$ cat config.mk
export PLATFORM = sky130hd
export DESIGN_NAME = irq_vector_ctrl
export DESIGN_NICKNAME = d
export VERILOG_FILES = /design/src/rtl/irqv_pkg.sv /design/src/rtl/irqv_qualify.sv /design/src/rtl/irqv_mask_ctl.sv /design/src/rtl/irqv_arbiter.sv /design/src/rtl/irq_vector_ctrl.sv
export SDC_FILE = /design/constraint.sdc
export NUM_CORES = 1
export LEC_CHECK = 0
export ABC_AREA = 1
export BUFFER_PORTS_ARGS = -buffer_cell sky130_fd_sc_hd__buf_2
export CAP_MARGIN = 20
export CORE_MARGIN = 2
export CORE_UTILIZATION = 44
export CTS_BUF_LIST = sky130_fd_sc_hd__clkbuf_16
export DETAILED_ROUTE_END_ITERATION = 10
export PLACE_DENSITY_LB_ADDON = 0.12
export SLEW_MARGIN = 20
export SYNTH_ARGS = -nofsm -noshare
export SYNTH_HDL_FRONTEND = slang
export SYNTH_SLANG_ARGS = --single-unit
$ cat constraint.sdc
create_clock -name clk -period 2.3 [get_ports clk]
set_input_delay 0.345 -clock clk [delete_from_list [all_inputs] [get_ports clk]]
set_output_delay 0.345 -clock clk [all_outputs]
set_load 0.02 [all_outputs]
$ cat src/rtl/irqv_pkg.sv
package irqv_pkg;
  localparam int VEC_W   = 16;
  localparam int SRC_W   = 3;
  localparam int NUM_SRC = 5;
  localparam int MASK_W  = 3;
  localparam int SWR_W   = 3;

  typedef enum logic [SRC_W-1:0] {
    SRC_NMI  = 3'd0,
    SRC_L7   = 3'd1,
    SRC_L6   = 3'd2,
    SRC_L5   = 3'd3,
    SRC_GEN  = 3'd4,
    SRC_NONE = 3'd7
  } irq_src_e;

  // Type number doubled, so that 4.5, 5.5 ... stay integers.
  function automatic logic [4:0] half_type(input irq_src_e s);
    case (s)
      SRC_NMI: half_type = 5'd9;
      SRC_L7:  half_type = 5'd15;
      SRC_L6:  half_type = 5'd13;
      SRC_L5:  half_type = 5'd11;
      default: half_type = 5'd0;
    endcase
  endfunction

  // type * 8 == (2 * type) * 4
  function automatic logic [VEC_W-1:0] hw_vector(input irq_src_e s);
    hw_vector = {{(VEC_W-5){1'b0}}, half_type(s)} << 2;
  endfunction

  function automatic logic [VEC_W-1:0] sw_vector(input logic [SWR_W-1:0] n);
    sw_vector = {{(VEC_W-SWR_W){1'b0}}, n} << 3;
  endfunction
endpackage

$ cat src/rtl/irqv_qualify.sv
module irqv_qualify (
  input  logic clk,
  input  logic rst_n,
  input  logic nmi_i,
  input  logic l7_i,
  input  logic take_nmi,
  input  logic take_l7,
  input  logic edge_clr,
  output logic nmi_live,
  output logic l7_lat
);
  logic nmi_prev_q, nmi_arm_q, l7_prev_q, l7_lat_q;
  logic nmi_rise, l7_rise;

  assign nmi_rise = nmi_i & ~nmi_prev_q;
  assign l7_rise  = l7_i & ~l7_prev_q;

  // The previous value of the line resets high, so a line that is already high is not taken as an edge.
  always_ff @(posedge clk) begin
    if (!rst_n) begin
      nmi_prev_q <= 1'b1;
      nmi_arm_q  <= 1'b0;
    end else begin
      nmi_prev_q <= nmi_i;
      if (take_nmi || !nmi_i)
        nmi_arm_q <= 1'b0;
      else if (nmi_rise)
        nmi_arm_q <= 1'b1;
    end
  end

  always_ff @(posedge clk) begin
    if (!rst_n) begin
      l7_prev_q <= 1'b0;
      l7_lat_q  <= 1'b0;
    end else begin
      l7_prev_q <= l7_i;
      l7_lat_q  <= (l7_lat_q & ~(take_l7 | edge_clr)) | l7_rise;
    end
  end

  assign nmi_live = nmi_arm_q & nmi_i;
  assign l7_lat   = l7_lat_q;
endmodule

$ cat src/rtl/irqv_mask_ctl.sv
module irqv_mask_ctl
  import irqv_pkg::*;
(
  input  logic              clk,
  input  logic              rst_n,
  input  logic              mask_wr,
  input  logic              mask_upd,
  input  logic [MASK_W-1:0] mask_val,
  input  logic              ien_set,
  input  logic              ien_clr,
  input  logic              take_any,
  output logic [MASK_W-1:0] mask_q,
  output logic              ien_q
);
  always_ff @(posedge clk) begin
    if (!rst_n)
      mask_q <= '1;
    else if (mask_wr && mask_upd)
      mask_q <= mask_val;
  end

  // A clear, whether by command or by a take, wins over a set.
  always_ff @(posedge clk) begin
    if (!rst_n)
      ien_q <= 1'b0;
    else if (take_any || ien_clr)
      ien_q <= 1'b0;
    else if (ien_set)
      ien_q <= 1'b1;
  end
endmodule

$ cat src/rtl/irqv_arbiter.sv
module irqv_arbiter
  import irqv_pkg::*;
(
  input  logic [NUM_SRC-1:0] cand,
  output logic               win_valid,
  output irq_src_e           win_src,
  output logic [VEC_W-1:0]   win_vec
);
  // Index 0 is the highest priority. The loop runs from the lowest level up, so a higher level overwrites.
  always_comb begin
    win_src = SRC_NONE;
    for (int i = NUM_SRC - 1; i >= 0; i--) begin
      if (cand[i]) win_src = irq_src_e'(i[SRC_W-1:0]);
    end
  end

  assign win_valid = |cand;
  assign win_vec   = hw_vector(win_src);
endmodule

$ cat src/rtl/irq_vector_ctrl.sv
module irq_vector_ctrl
  import irqv_pkg::*;
(
  input  logic              clk,
  input  logic              rst_n,
  input  logic              nmi_i,
  input  logic              l7_i,
  input  logic              l6_i,
  input  logic              l5_i,
  input  logic              gen_i,
  input  logic              ien_set_i,
  input  logic              ien_clr_i,
  input  logic              mask_wr_i,
  input  logic              mask_upd_i,
  input  logic [MASK_W-1:0] mask_val_i,
  input  logic              edge_clr_i,
  input  logic              take_i,
  input  logic [SWR_W-1:0]  swr_num_i,
  output logic [VEC_W-1:0]  swr_vec_o,
  output logic              irq_pend_o,
  output logic [SRC_W-1:0]  irq_src_o,
  output logic [VEC_W-1:0]  irq_vec_o,
  output logic              irq_nv_o,
  output logic              ack_n_o
);
  // Named internal events, also used by the checker
  logic              nmi_live, l7_lat;
  logic [MASK_W-1:0] mask_q;
  logic              ien_q;
  logic              take_ok, take_nmi, take_l7, take_gen;
  logic [NUM_SRC-1:0] cand;
  logic              win_valid;
  irq_src_e          win_src;
  logic [VEC_W-1:0]  win_vec;

  logic              pend_q, ack_n_q;
  irq_src_e          src_q;
  logic [VEC_W-1:0]  vec_q;

  assign take_ok  = take_i & pend_q;
  assign take_nmi = take_ok & (src_q == SRC_NMI);
  assign take_l7  = take_ok & (src_q == SRC_L7);
  assign take_gen = take_ok & (src_q == SRC_GEN);

  irqv_qualify u_qual (
    .clk      (clk),
    .rst_n    (rst_n),
    .nmi_i    (nmi_i),
    .l7_i     (l7_i),
    .take_nmi (take_nmi),
    .take_l7  (take_l7),
    .edge_clr (mask_wr_i & edge_clr_i),
    .nmi_live (nmi_live),
    .l7_lat   (l7_lat)
  );

  irqv_mask_ctl u_mask (
    .clk      (clk),
    .rst_n    (rst_n),
    .mask_wr  (mask_wr_i),
    .mask_upd (mask_upd_i),
    .mask_val (mask_val_i),
    .ien_set  (ien_set_i),
    .ien_clr  (ien_clr_i),
    .take_any (take_ok),
    .mask_q   (mask_q),
    .ien_q    (ien_q)
  );

  assign cand[SRC_NMI] = nmi_live;
  assign cand[SRC_L7]  = l7_lat & ~mask_q[2] & ien_q;
  assign cand[SRC_L6]  = l6_i   & ~mask_q[1] & ien_q;
  assign cand[SRC_L5]  = l5_i   & ~mask_q[0] & ien_q;
  assign cand[SRC_GEN] = gen_i  & ien_q;

  irqv_arbiter u_arb (
    .cand      (cand),
    .win_valid (win_valid),
    .win_src   (win_src),
    .win_vec   (win_vec)
  );

  // Pending, source and vector load together. A take blanks them for one cycle while the state it cleared settles.
  always_ff @(posedge clk) begin
    if (!rst_n || take_ok || !win_valid) begin
      pend_q <= 1'b0;
      src_q  <= SRC_NONE;
      vec_q  <= '0;
    end else begin
      pend_q <= 1'b1;
      src_q  <= win_src;
      vec_q  <= win_vec;
    end
  end

  always_ff @(posedge clk) begin
    if (!rst_n) ack_n_q <= 1'b1;
    else        ack_n_q <= ~take_gen;
  end

  assign irq_pend_o = pend_q;
  assign irq_src_o  = src_q;
  assign irq_vec_o  = vec_q;
  assign irq_nv_o   = pend_q & (src_q == SRC_GEN);
  assign ack_n_o    = ack_n_q;
  assign swr_vec_o  = sw_vector(swr_num_i);
endmodule

==> flow_metrics.py <==
metrics = {
    "run_status": {
        "status": "finished, final reports clean",
    },
    "floorplanning": {
        "die_area_mm2": 0.00233,
        "die-height_um": 48.3,
        "start_util": 0.454,
        "io_pins": 57,
        "fp-row-count": 16,
        "die_w_um": 48.3,
        "coreArea_mm2": 0.00190,
    },
    "logic_synthesis": {
        "synthCells": 114,
        "synth_top_area_frac": 0.371,
        "syn_area_per_cell_um2": 7.57,
        "yosysTopAreaCell": "dfxtp_1",
        "yosysWarnings": 0,
        "synth_edf_count": 0,
        "syn_area_um2": 863,
        "ys_types": 22,
        "synthTopCellsByArea": "dfxtp_1 (37%), buf_4 (25%), nand2_1 (9.1%), inv_1 (5.7%), nand3_1 (5.2%)",
        "ys_async_sr_fraction": 0,
        "ys_seq_area_frac": 0.371,
        "synth_ff_type": "dfxtp_1",
        "synthTopCellsByCount": "buf_4 (29), nand2_1 (21), dfxtp_1 (16), inv_1 (13), nand3_1 (9)",
        "synth-seq-cells": 16,
        "yosysMostFrequentCell": "buf_4",
    },
    "worst_setup_path": {
        "critPathKind": "reg2out",
        "r2r_start": "u_mask.ien_q",
        "critPathLaunch": "irq_src_o[1]",
        "worst-r2r-setup-slack_ns": 1.19,
        "startpoint_type": "flop",
        "worst_setup_path_end_kind": "primary output",
        "cp.arrival_ns": 1.06,
        "reg2reg_to": "irq_src_o[0]",
        "critPathMaxFanout": 3,
        "rr_worst_depth": 7,
        "crit_required_ns": 1.96,
    },
    "min_path": {
        "whs_endpoint": "u_mask.ien_q",
        "hold_depth": 2,
        "min_path_type": "in2reg",
        "min-delay-start": "ien_clr_i",
    },
    "grt": {
        "track_usage": 0.128,
        "grt_antenna_before_repair": 0,
        "grt_pass1_vias": 532,
        "grt_util_met3": 0.0407,
        "use_met1": 0.148,
        "grt_max_degree": 10,
        "grt_util_met2": 0.211,
        "grt-busiest-layer": "met2",
        "grt_pass1_wl_um": 2090,
        "overflow": 0,
    },
    "place": {
        "place_hpwl_um": 1140,
        "portBuffers": 25,
        "place.gp.congestion": 0.709,
    },
    "pwr": {
        "vdd_drop_max_uv": 396,
        "power_density_mw_per_mm2": 730,
        "finalPower_uw": 704,
        "leakage_uw": 0.000567,
    },
    "cts": {
        "cts.sinks": 16,
        "clk_pin_slew_ns": 0.05,
        "cts-buffers-inserted": 3,
        "cts_buffer_depth": 2,
        "cts_tree": "built",
        "cts_resized": 0,
        "cts_setup_buffers": 0,
        "cts-root-buf": "clkbuf_16",
        "ctsHoldBuffers": 0,
        "cts_max_level": 1,
        "clk_latency_ns": 0.24,
    },
    "routing": {
        "wirelength_um": 1340,
        "drt-wirelength-per-cell_um": 8.25,
        "ant_nets": 0,
        "drc": 0,
        "vias": 645,
        "drt-initial-drc-count": 6,
        "via_per_inst": 3.96,
        "dr.pass1.iters": 4,
    },
    "final_layout": {
        "fin_nets": 157,
        "drive_gt1_frac": 0.279,
        "num_antenna_cells": 0,
        "area_growth_pct": 11.7,
    },
    "sta": {
        "tns_ns": 0,
        "setup_violations": 0,
        "timing.fmax_ghz": 0.713,
        "rsz0062_at_grt": "no",
        "drv_slew": 0,
        "fin_crit_ns": 1.40,
        "finalCritPeriodShare": 0.610,
        "fin_skew_ns": 0.00133,
        "hold_viol_final": 0,
    },
    "job": {
        "maxCapViolations": 0,
    },
}
## per-layer routing
metal  vias to the layer above  routed length, um  part of all wire
met3                         2                111             0.083
met1                       271                551              0.41
li1                        342                  -                 -
met5                         -                  0                 0
met4                         0                  6            0.0045
met2                        30                675              0.50
## placed cells by master (no fill, tap or decap)
cell       synthesis  final
conb_1             1     25
inv_1             13     13
nand3_1            9      9
o21ai_2            1      1
o22ai_1            1      1
clkbuf_16          0      3
nand2_2            2      2
nand2_1           21     21
o211ai_1           1      1
and3_1             1      1
nor2_4             1      1
nor2_1             5      5
nor2_2             4      4
inv_2              1      1
nand3b_1           1      1
dfxtp_1           16     16
nand4_1            1      1
nand3_2            1      1
buf_2              1     25
o21ai_0            2      2
nor3_1             1      1
a21oi_1            1      1
## flip-flops by register name, indices dropped and copies added, names as in the netlist
| signal | cells |
|---|---|
| u_mask.mask_q | 3 |
| ack_n_o | 1 |
| irq_src_o | 3 |
| u_mask.ien_q | 1 |
| u_qual.l7_lat | 1 |
| u_qual.nmi_arm_q | 1 |
| irq_vec_o | 3 |
| irq_pend_o | 1 |
| u_qual.l7_prev_q | 1 |
| u_qual.nmi_prev_q | 1 |
## logic make-up after synthesis
logic type	synth area share
buffers and inverters	0.319
AND/OR/NAND/NOR	0.262
other	0.00434
AO/OA/AOI/OAI	0.0435
flip-flops	0.371
## critical path, stage by stage, from the launching register on
cell and delay [ns]:
dfxtp_1 0.31, nor2_1 0.18, and3_1 0.18, buf_2 0.16
## per-stage QoR
stage	hold WS, ns	util	cell area, um2	std cells	setup slack, ns
2_1_floorplan	0.385	-	953	138	1.15
3_3_place_gp	0.388	0.468	890	160	1.18
3_5_place_dp	0.409	0.468	890	160	1.14
4_1_cts	0.264	0.507	965	163	0.885
5_1_grt	0.275	0.507	965	163	0.842
6_report	0.265	0.507	965	163	0.898
## how the worst max path moves through the flow
| stage | slack [ns] | depth (start not counted) | endpoint |
|---|---|---|---|
| after floorplan | 1.15 | 2 | irq_nv_o |
| after global placement | 1.18 | 3 | irq_nv_o |
| after detailed placement | 1.14 | 3 | irq_nv_o |
| after CTS | 0.88 | 3 | irq_nv_o |
| after global routing | 0.84 | 3 | irq_nv_o |
| final | 0.90 | 3 | irq_nv_o |
## cell type report
type                            count  area, um2
Inverter                           14       52.6
Tap cell                           27       33.8
Fill cell                         191        937
Clock buffer                        3       75.1
Timing Repair Buffer               25        125
Multi-Input combinational cell     78        358
Sequential cell                    16        320
## report_power, final
part | switching (uW) | internal [uW]
combinational | 63.5 | 21.3
clock | 95.0 | 227
sequential | 7.96 | 289
(Power assumes the default switching activity.)
